===== config.mk =====
export PLATFORM = sky130hd
export DESIGN_NAME = edge_noise_qualifier
export DESIGN_NICKNAME = d
export VERILOG_FILES = /design/src/rtl/enq_pkg.sv /design/src/rtl/enq_window.sv /design/src/rtl/enq_interval.sv /design/src/rtl/enq_verdict.sv /design/src/rtl/edge_noise_qualifier.sv
export SDC_FILE = /design/constraint.sdc
export NUM_CORES = 1
export LEC_CHECK = 0
export BUFFER_PORTS_ARGS = -buffer_cell sky130_fd_sc_hd__buf_2
export CAP_MARGIN = 20
export CORE_MARGIN = 5
export CORE_UTILIZATION = 40
export CTS_CLUSTER_DIAMETER = 50
export DETAILED_ROUTE_END_ITERATION = 12
export GPL_ROUTABILITY_DRIVEN = 0
export PLACE_DENSITY = 0.63
export SYNTH_ARGS = -nofsm -noshare
export SYNTH_HDL_FRONTEND = slang
export SYNTH_SLANG_ARGS = --single-unit

===== constraint.sdc =====
create_clock -name clk -period 2.9 [get_ports clk]
set_input_delay 0 -clock clk [delete_from_list [all_inputs] [get_ports clk]]
set_output_delay 0 -clock clk [all_outputs]
set_load 0.1 [all_outputs]

===== src/rtl/enq_pkg.sv =====
package enq_pkg;

  typedef enum logic [1:0] {
    RATE_2K   = 2'd0,
    RATE_4K   = 2'd1,
    RATE_8K   = 2'd2,
    RATE_NONE = 2'd3
  } rate_e;

  localparam int unsigned SLOWEST_HZ = 2000;

  // Nominal period, in reference ticks, for a rate code.
  function automatic int unsigned period_ticks(input logic [1:0] code,
                                               input int unsigned ref_hz);
    case (code)
      2'd0:    return ref_hz / SLOWEST_HZ;
      2'd1:    return ref_hz / (SLOWEST_HZ * 2);
      2'd2:    return ref_hz / (SLOWEST_HZ * 4);
      default: return 0;
    endcase
  endfunction

  // Five-percent margin, rounded down.
  function automatic int unsigned margin(input int unsigned p);
    return p / 20;
  endfunction

  function automatic int unsigned win_lo(input int unsigned p);
    return p - margin(p);
  endfunction

  function automatic int unsigned win_hi(input int unsigned p);
    return p + margin(p);
  endfunction

endpackage


===== src/rtl/enq_window.sv =====
module enq_window #(
  parameter int unsigned REF_HZ = 80000,
  parameter int unsigned CNT_W  = 6
) (
  input  logic [1:0]       rate_sel,
  output logic [CNT_W-1:0] lo,
  output logic [CNT_W-1:0] hi,
  output logic             applies
);
  import enq_pkg::*;

  localparam int unsigned N_RATES = 3;

  logic [CNT_W-1:0] lo_tab [N_RATES];
  logic [CNT_W-1:0] hi_tab [N_RATES];

  for (genvar g = 0; g < N_RATES; g++) begin : g_rate
    localparam int unsigned P = period_ticks(2'(g), REF_HZ);
    assign lo_tab[g] = CNT_W'(win_lo(P));
    assign hi_tab[g] = CNT_W'(win_hi(P));
  end

  always_comb begin
    applies = (rate_sel != RATE_NONE);
    case (rate_sel)
      2'd0:    begin lo = lo_tab[0]; hi = hi_tab[0]; end
      2'd1:    begin lo = lo_tab[1]; hi = hi_tab[1]; end
      2'd2:    begin lo = lo_tab[2]; hi = hi_tab[2]; end
      default: begin lo = '0;        hi = '0;        end
    endcase
  end

endmodule


===== src/rtl/enq_interval.sv =====
module enq_interval #(
  parameter int unsigned CNT_W = 6
) (
  input  logic             clk,
  input  logic             rst_n,
  input  logic             run,
  input  logic             restart,
  input  logic             ref_tick,
  input  logic             edge_stb,
  input  logic [CNT_W-1:0] hi,
  output logic [CNT_W-1:0] tick_cnt,
  output logic             armed,
  output logic             meas_evt,
  output logic             timeout_evt
);

  localparam logic [CNT_W-1:0] ONE = CNT_W'(1);

  logic live;
  assign live = run && !restart;

  // A measured edge closes an interval that a previous edge opened.
  assign meas_evt    = live && armed && edge_stb;
  // The count is about to step past the upper bound with no edge.
  assign timeout_evt = live && armed && !edge_stb && ref_tick && (tick_cnt == hi);

  always_ff @(posedge clk) begin
    if (!rst_n) begin
      tick_cnt <= '0;
      armed    <= 1'b0;
    end else if (!live) begin
      tick_cnt <= '0;
      armed    <= 1'b0;
    end else if (edge_stb) begin
      armed    <= 1'b1;
      tick_cnt <= ref_tick ? ONE : '0;
    end else if (armed && ref_tick && (tick_cnt <= hi)) begin
      tick_cnt <= tick_cnt + ONE;
    end
  end

  // every accepted edge restarts the count
  p_edge_restart_r5: assert property (@(posedge clk) disable iff (!rst_n)
    live && edge_stb |=> tick_cnt <= ONE);

  // the count never runs beyond one past the upper bound
  p_cnt_ceiling_r6: assert property (@(posedge clk) disable iff (!rst_n)
    !restart && run |-> tick_cnt <= hi + ONE);

endmodule


===== src/rtl/enq_verdict.sv =====
module enq_verdict #(
  parameter int unsigned CNT_W = 6
) (
  input  logic             clk,
  input  logic             rst_n,
  input  logic             run,
  input  logic [CNT_W-1:0] lo,
  input  logic [CNT_W-1:0] hi,
  input  logic [CNT_W-1:0] tick_cnt,
  input  logic             meas_evt,
  input  logic             timeout_evt,
  output logic             qual_q
);

  logic in_win;
  assign in_win = (tick_cnt >= lo) && (tick_cnt <= hi);

  always_ff @(posedge clk) begin
    if (!rst_n)           qual_q <= 1'b1;
    else if (!run)        qual_q <= 1'b1;
    else if (meas_evt)    qual_q <= in_win;
    else if (timeout_evt) qual_q <= 1'b0;
  end

  // an out-of-window edge withdraws qualification
  p_reject_r3: assert property (@(posedge clk) disable iff (!rst_n)
    meas_evt && !in_win |=> !qual_q);

  // an in-window edge restores qualification
  p_accept_r4: assert property (@(posedge clk) disable iff (!rst_n)
    meas_evt && in_win |=> qual_q);

  // a missing edge past the upper bound withdraws qualification
  p_timeout_drop_r6: assert property (@(posedge clk) disable iff (!rst_n)
    timeout_evt |=> !qual_q);

  // with the check off the verdict returns to qualified
  p_bypass_r7: assert property (@(posedge clk) disable iff (!rst_n)
    !run |=> qual_q);

  // an edge and a timeout never both apply in one cycle
  p_evt_exclusive_r6: assert property (@(posedge clk) disable iff (!rst_n)
    !(meas_evt && timeout_evt));

endmodule


===== src/rtl/edge_noise_qualifier.sv =====
module edge_noise_qualifier #(
  parameter int unsigned REF_TICK_HZ = 80000
) (
  input  logic       clk,
  input  logic       rst_n,
  input  logic       ref_tick,
  input  logic       edge_stb,
  input  logic [1:0] rate_sel,
  input  logic       win_en,
  output logic       qualified
);
  import enq_pkg::*;

  localparam int unsigned MAX_P  = REF_TICK_HZ / SLOWEST_HZ;
  localparam int unsigned MAX_HI = MAX_P + MAX_P / 20;
  localparam int unsigned CNT_W  = $clog2(MAX_HI + 2);

  logic [CNT_W-1:0] lo, hi, tick_cnt;
  logic             applies, run, restart;
  logic             armed, meas_evt, timeout_evt, qual_q;
  logic [1:0]       rate_q;

  always_ff @(posedge clk) begin
    if (!rst_n) rate_q <= RATE_NONE;
    else        rate_q <= rate_sel;
  end

  assign restart = (rate_sel != rate_q);
  assign run     = win_en && applies;

  enq_window #(.REF_HZ(REF_TICK_HZ), .CNT_W(CNT_W)) u_window (
    .rate_sel (rate_sel),
    .lo       (lo),
    .hi       (hi),
    .applies  (applies)
  );

  enq_interval #(.CNT_W(CNT_W)) u_interval (
    .clk         (clk),
    .rst_n       (rst_n),
    .run         (run),
    .restart     (restart),
    .ref_tick    (ref_tick),
    .edge_stb    (edge_stb),
    .hi          (hi),
    .tick_cnt    (tick_cnt),
    .armed       (armed),
    .meas_evt    (meas_evt),
    .timeout_evt (timeout_evt)
  );

  enq_verdict #(.CNT_W(CNT_W)) u_verdict (
    .clk         (clk),
    .rst_n       (rst_n),
    .run         (run),
    .lo          (lo),
    .hi          (hi),
    .tick_cnt    (tick_cnt),
    .meas_evt    (meas_evt),
    .timeout_evt (timeout_evt),
    .qual_q      (qual_q)
  );

  assign qualified = !run || qual_q;

  // the edge that opens a measurement leaves the verdict alone
  p_first_edge_hold_r8: assert property (@(posedge clk) disable iff (!rst_n)
    run && edge_stb && !armed |=> $stable(qual_q));

  // a change of rate stops any running measurement
  p_rate_change_disarm_r8: assert property (@(posedge clk) disable iff (!rst_n)
    restart |=> !armed);

  // a rate code with no low-rate clock never drives the output low
  p_not_low_rate_r9: assert property (@(posedge clk) disable iff (!rst_n)
    rate_sel == RATE_NONE |-> qualified);

endmodule


==> summary.txt <==
Run status
  – Status: completed

Critical path
  – CP Max Fanout: 5
  – Reg2reg setup slack: 1.04 ns
  – R2r endpoint: u_verdict.qual_q
  – Req. time, crit path: 3.06 ns
  – Reg2reg start: u_interval.tick_cnt[5]
  – Worst Setup Start Kind: flip-flop
  – Worst path arrival time: 2.01 ns
  – Crit path kind: reg -> reg
  – R2r worst-path depth: 6
  – Critical path capture point type: flip-flop

STA
  – Setup Total Neg Slack: 0 ns
  – Max-slew violations: 0
  – Final setup violation count: 0
  – Relative slew slack: 0.680
  – Final hold viol count: 0
  – Fin crit share: 0.640
  – Max frequency: 0.539 GHz
  – RSZ-0062 raised after global routing: false
  – Worst-margin pin slew: 0.484 ns
  – Period minus WS final: 1.86 ns
  – Clk_skew: 0.00516 ns

Global route
  – Initial antenna violation count: 0
  – GR Util All Layers: 0.125
  – Largest net degree at the start of global routing: 11
  – First-pass GRT wire length: 2.62 mm
  – Grt ovf: 0
  – Vias in the first global route: 635

Clock tree
  – Num CTS Buffers: 3
  – Clock root buffer: clkbuf_4
  – Clock buffer depth: 2
  – CTS tree: built
  – Worst-path clk slew: 0.07 ns
  – CTS sink cnt: 10
  – H-tree levels: 1
  – Clock insertion delay at the later pin of the skew report: 0.27 ns

Synthesis
  – Dominant cells by area after synthesis: dfxtp_1 (27%), ha_1 (17%), a21oi_1 (6.0%), nand2b_1 (5.0%), nand2_1 (4.5%)
  – Synth Area in Adders: 0.168
  – Syn_area_per_cell: 8.59 um^2
  – Yosys top cell area share: 0.268
  – Xor/xnor cell area share of the yosys netlist: 0.0235
  – Largest family of logic cells by synthesized area: simple AND/OR/NAND/NOR gates
  – Post-synthesis cell area: 747 um^2
  – Ys Warns: 0
  – Synth area leader: dfxtp_1
  – Compound-cell area share of the yosys netlist: 0.238
  – Simple-Gate Fraction of Synth Area: 0.260
  – Syn nets: 104
  – Post-Synthesis Cells: 87
  – Seq/Total Area, Yosys: 0.268
  – Cell variety after synth: 29
  – Post-synthesis register bit count: 10
  – Mux cell area share after synthesis: 0.0134

Final layout
  – Layout cells sized above 1: 0.168
  – Area grow syn2layout: 17.8%
  – Fillers: 167
  – Sequential cell area: 200 um^2
  – # diodes: 0
  – Multi-input logic area: 524 um^2
  – Fin nets: 119
  – Most frequent cells in the layout: ha_1 (10), dfxtp_1 (10), nand2_1 (9), a21oi_1 (9), buf_2 (7)

Power
  – Combinational share of power: 0.129
  – Switching fraction of total power: 0.243
  – Clock power share: 0.417
  – Pwr Total: 0.309 mW
  – Internal: 0.234 mW
  – Sequential share of power: 0.454
  – Max VDD drop: 0.196 mV
  – P_leak: 0.367 nW
  – Psw: 0.0749 mW
  – Power Density: 351 nW/um^2

Drt
  – DRT iter0 DRCs: 6
  – DRC: 0
  – Final wirelength: 1.40 mm
  – Routed Antenna Nets: 0
  – Routed via count: 649
  – Vias/cell: 5.15
  – DR WL/cell: 11.1 um
  – Initial DRT Pass Iterations: 4

Die
  – Die X: 53.2 um
  – Die area: 2830 um^2
  – IO Count: 8
  – Initial Util: 0.428
  – Cell Rows: 15
  – Core outline area: 1750 um^2
  – Die span in y: 53.2 um

Min path
  – Hold wc startpoint: ref_tick
  – Worst min-delay path category: in -> reg
  – Hold depth: 3
  – Min-Delay Endpoint: u_interval.tick_cnt[0]

Placement
  – Hpwl dp: 1.17 mm
  – PortBufs: 7

Flow run
  – Max-Cap Viols: 0
-- stage by stage --
| step | area (um^2) | utilization | setup WS [ns] | cells | hold slack (ns) |
|---|---|---|---|---|---|
| floorplan | 747 | - | 1.16 | 87 | 0.0730 |
| global placement | 813 | 0.466 | 0.957 | 119 | 0.217 |
| detailed placement | 813 | 0.466 | 0.902 | 119 | 0.219 |
| CTS | 880 | 0.504 | 1.03 | 126 | 0.0150 |
| global route | 880 | 0.504 | 0.904 | 126 | 0.0520 |
| finish | 880 | 0.504 | 1.04 | 126 | 0.0147 |
-- routing by layer --
| layer | GRT usage | up-vias | wire [um] |
|---|---|---|---|
| met4 | 0.0553 | 0 | 14 |
| met5 | 0 | - | 0 |
| met2 | 0.188 | 7 | 645 |
| li1 | - | 347 | - |
| met3 | 0.0282 | 2 | 38 |
| met1 | 0.168 | 293 | 703 |
-- layout make-up --
type	count	area share
Timing Repair Buffer	10	0.0740
Sequential cell	10	0.228
Multi-Input combinational cell	71	0.596
Tap cell	25	0.0356
Inverter	6	0.0256
Clock buffer	4	0.0413
-- worst max-delay path by stage --
stage          depth (start not counted)                   start                endpoint
2_1_floorplan                          7             rate_sel[1]        u_verdict.qual_q
3_3_place_gp                           8             rate_sel[0]        u_verdict.qual_q
3_5_place_dp                           8             rate_sel[0]        u_verdict.qual_q
4_1_cts                                6  u_interval.tick_cnt[5]        u_verdict.qual_q
5_1_grt                                5  u_interval.tick_cnt[5]  u_interval.tick_cnt[4]
6_report                               6  u_interval.tick_cnt[5]        u_verdict.qual_q
-- synthesized netlist by cell type, drive strengths merged --
master and instances:
dfxtp 10, ha 10, a21oi 9, nand2 9
inv 6, nand2b 6, nand3 5, o21ai 5
or3 5, nor2 3, nor3 2, a21o 1
a311o 1, a31oi 1, and4 1, mux2i 1
nand4 1, nor2b 1, o211ai 1, o21a 1
o21ba 1, o21bai 1, o22ai 1, o31a 1
o32a 1, or2 1, xnor2 1, xor2 1
-- registers in the layout, summed over array words and instances (netlist names) --
name                 cells
rate_q                   2
u_interval.tick_cnt      6
u_verdict.qual_q         1
u_interval.armed         1
-- critical path, cell delays in order, from the launching register on --
cell	delay, ns
dfxtp_1	0.33
ha_1	0.37
nand4_2	0.17
nor3_4	0.27
a21oi_1	0.06
o31a_1	0.23
a311o_1	0.30
-- power groups by stage --
stage | combinational, mW | clock [mW] | sequential [mW]
2_1_floorplan | 0.0249 | 0 | 0.143
4_1_cts | 0.0400 | 0.133 | 0.140
3_5_place_dp | 0.0369 | 0 | 0.143
6_report | 0.0397 | 0.129 | 0.140
3_3_place_gp | 0.0360 | 0 | 0.143
5_1_grt | 0.0452 | 0.138 | 0.140
-- cell families after synthesis --
family	count (synthesis)
muxes	1
buffers and inverters	6
adders and majority gates	10
xor gates and xnor gates	2
and+or+nand+nor	34
AOI/OAI and AO/OA	24
DFF	10
-- timing repair --
item | in CTS | in global routing
gates resized for setup | 0 | 0
hold buffers | 3 | 0
setup buffers | 0 | 0
hold endpoints to repair | 3 | 0
No activity file was read; power rests on OpenSTA's default activity.
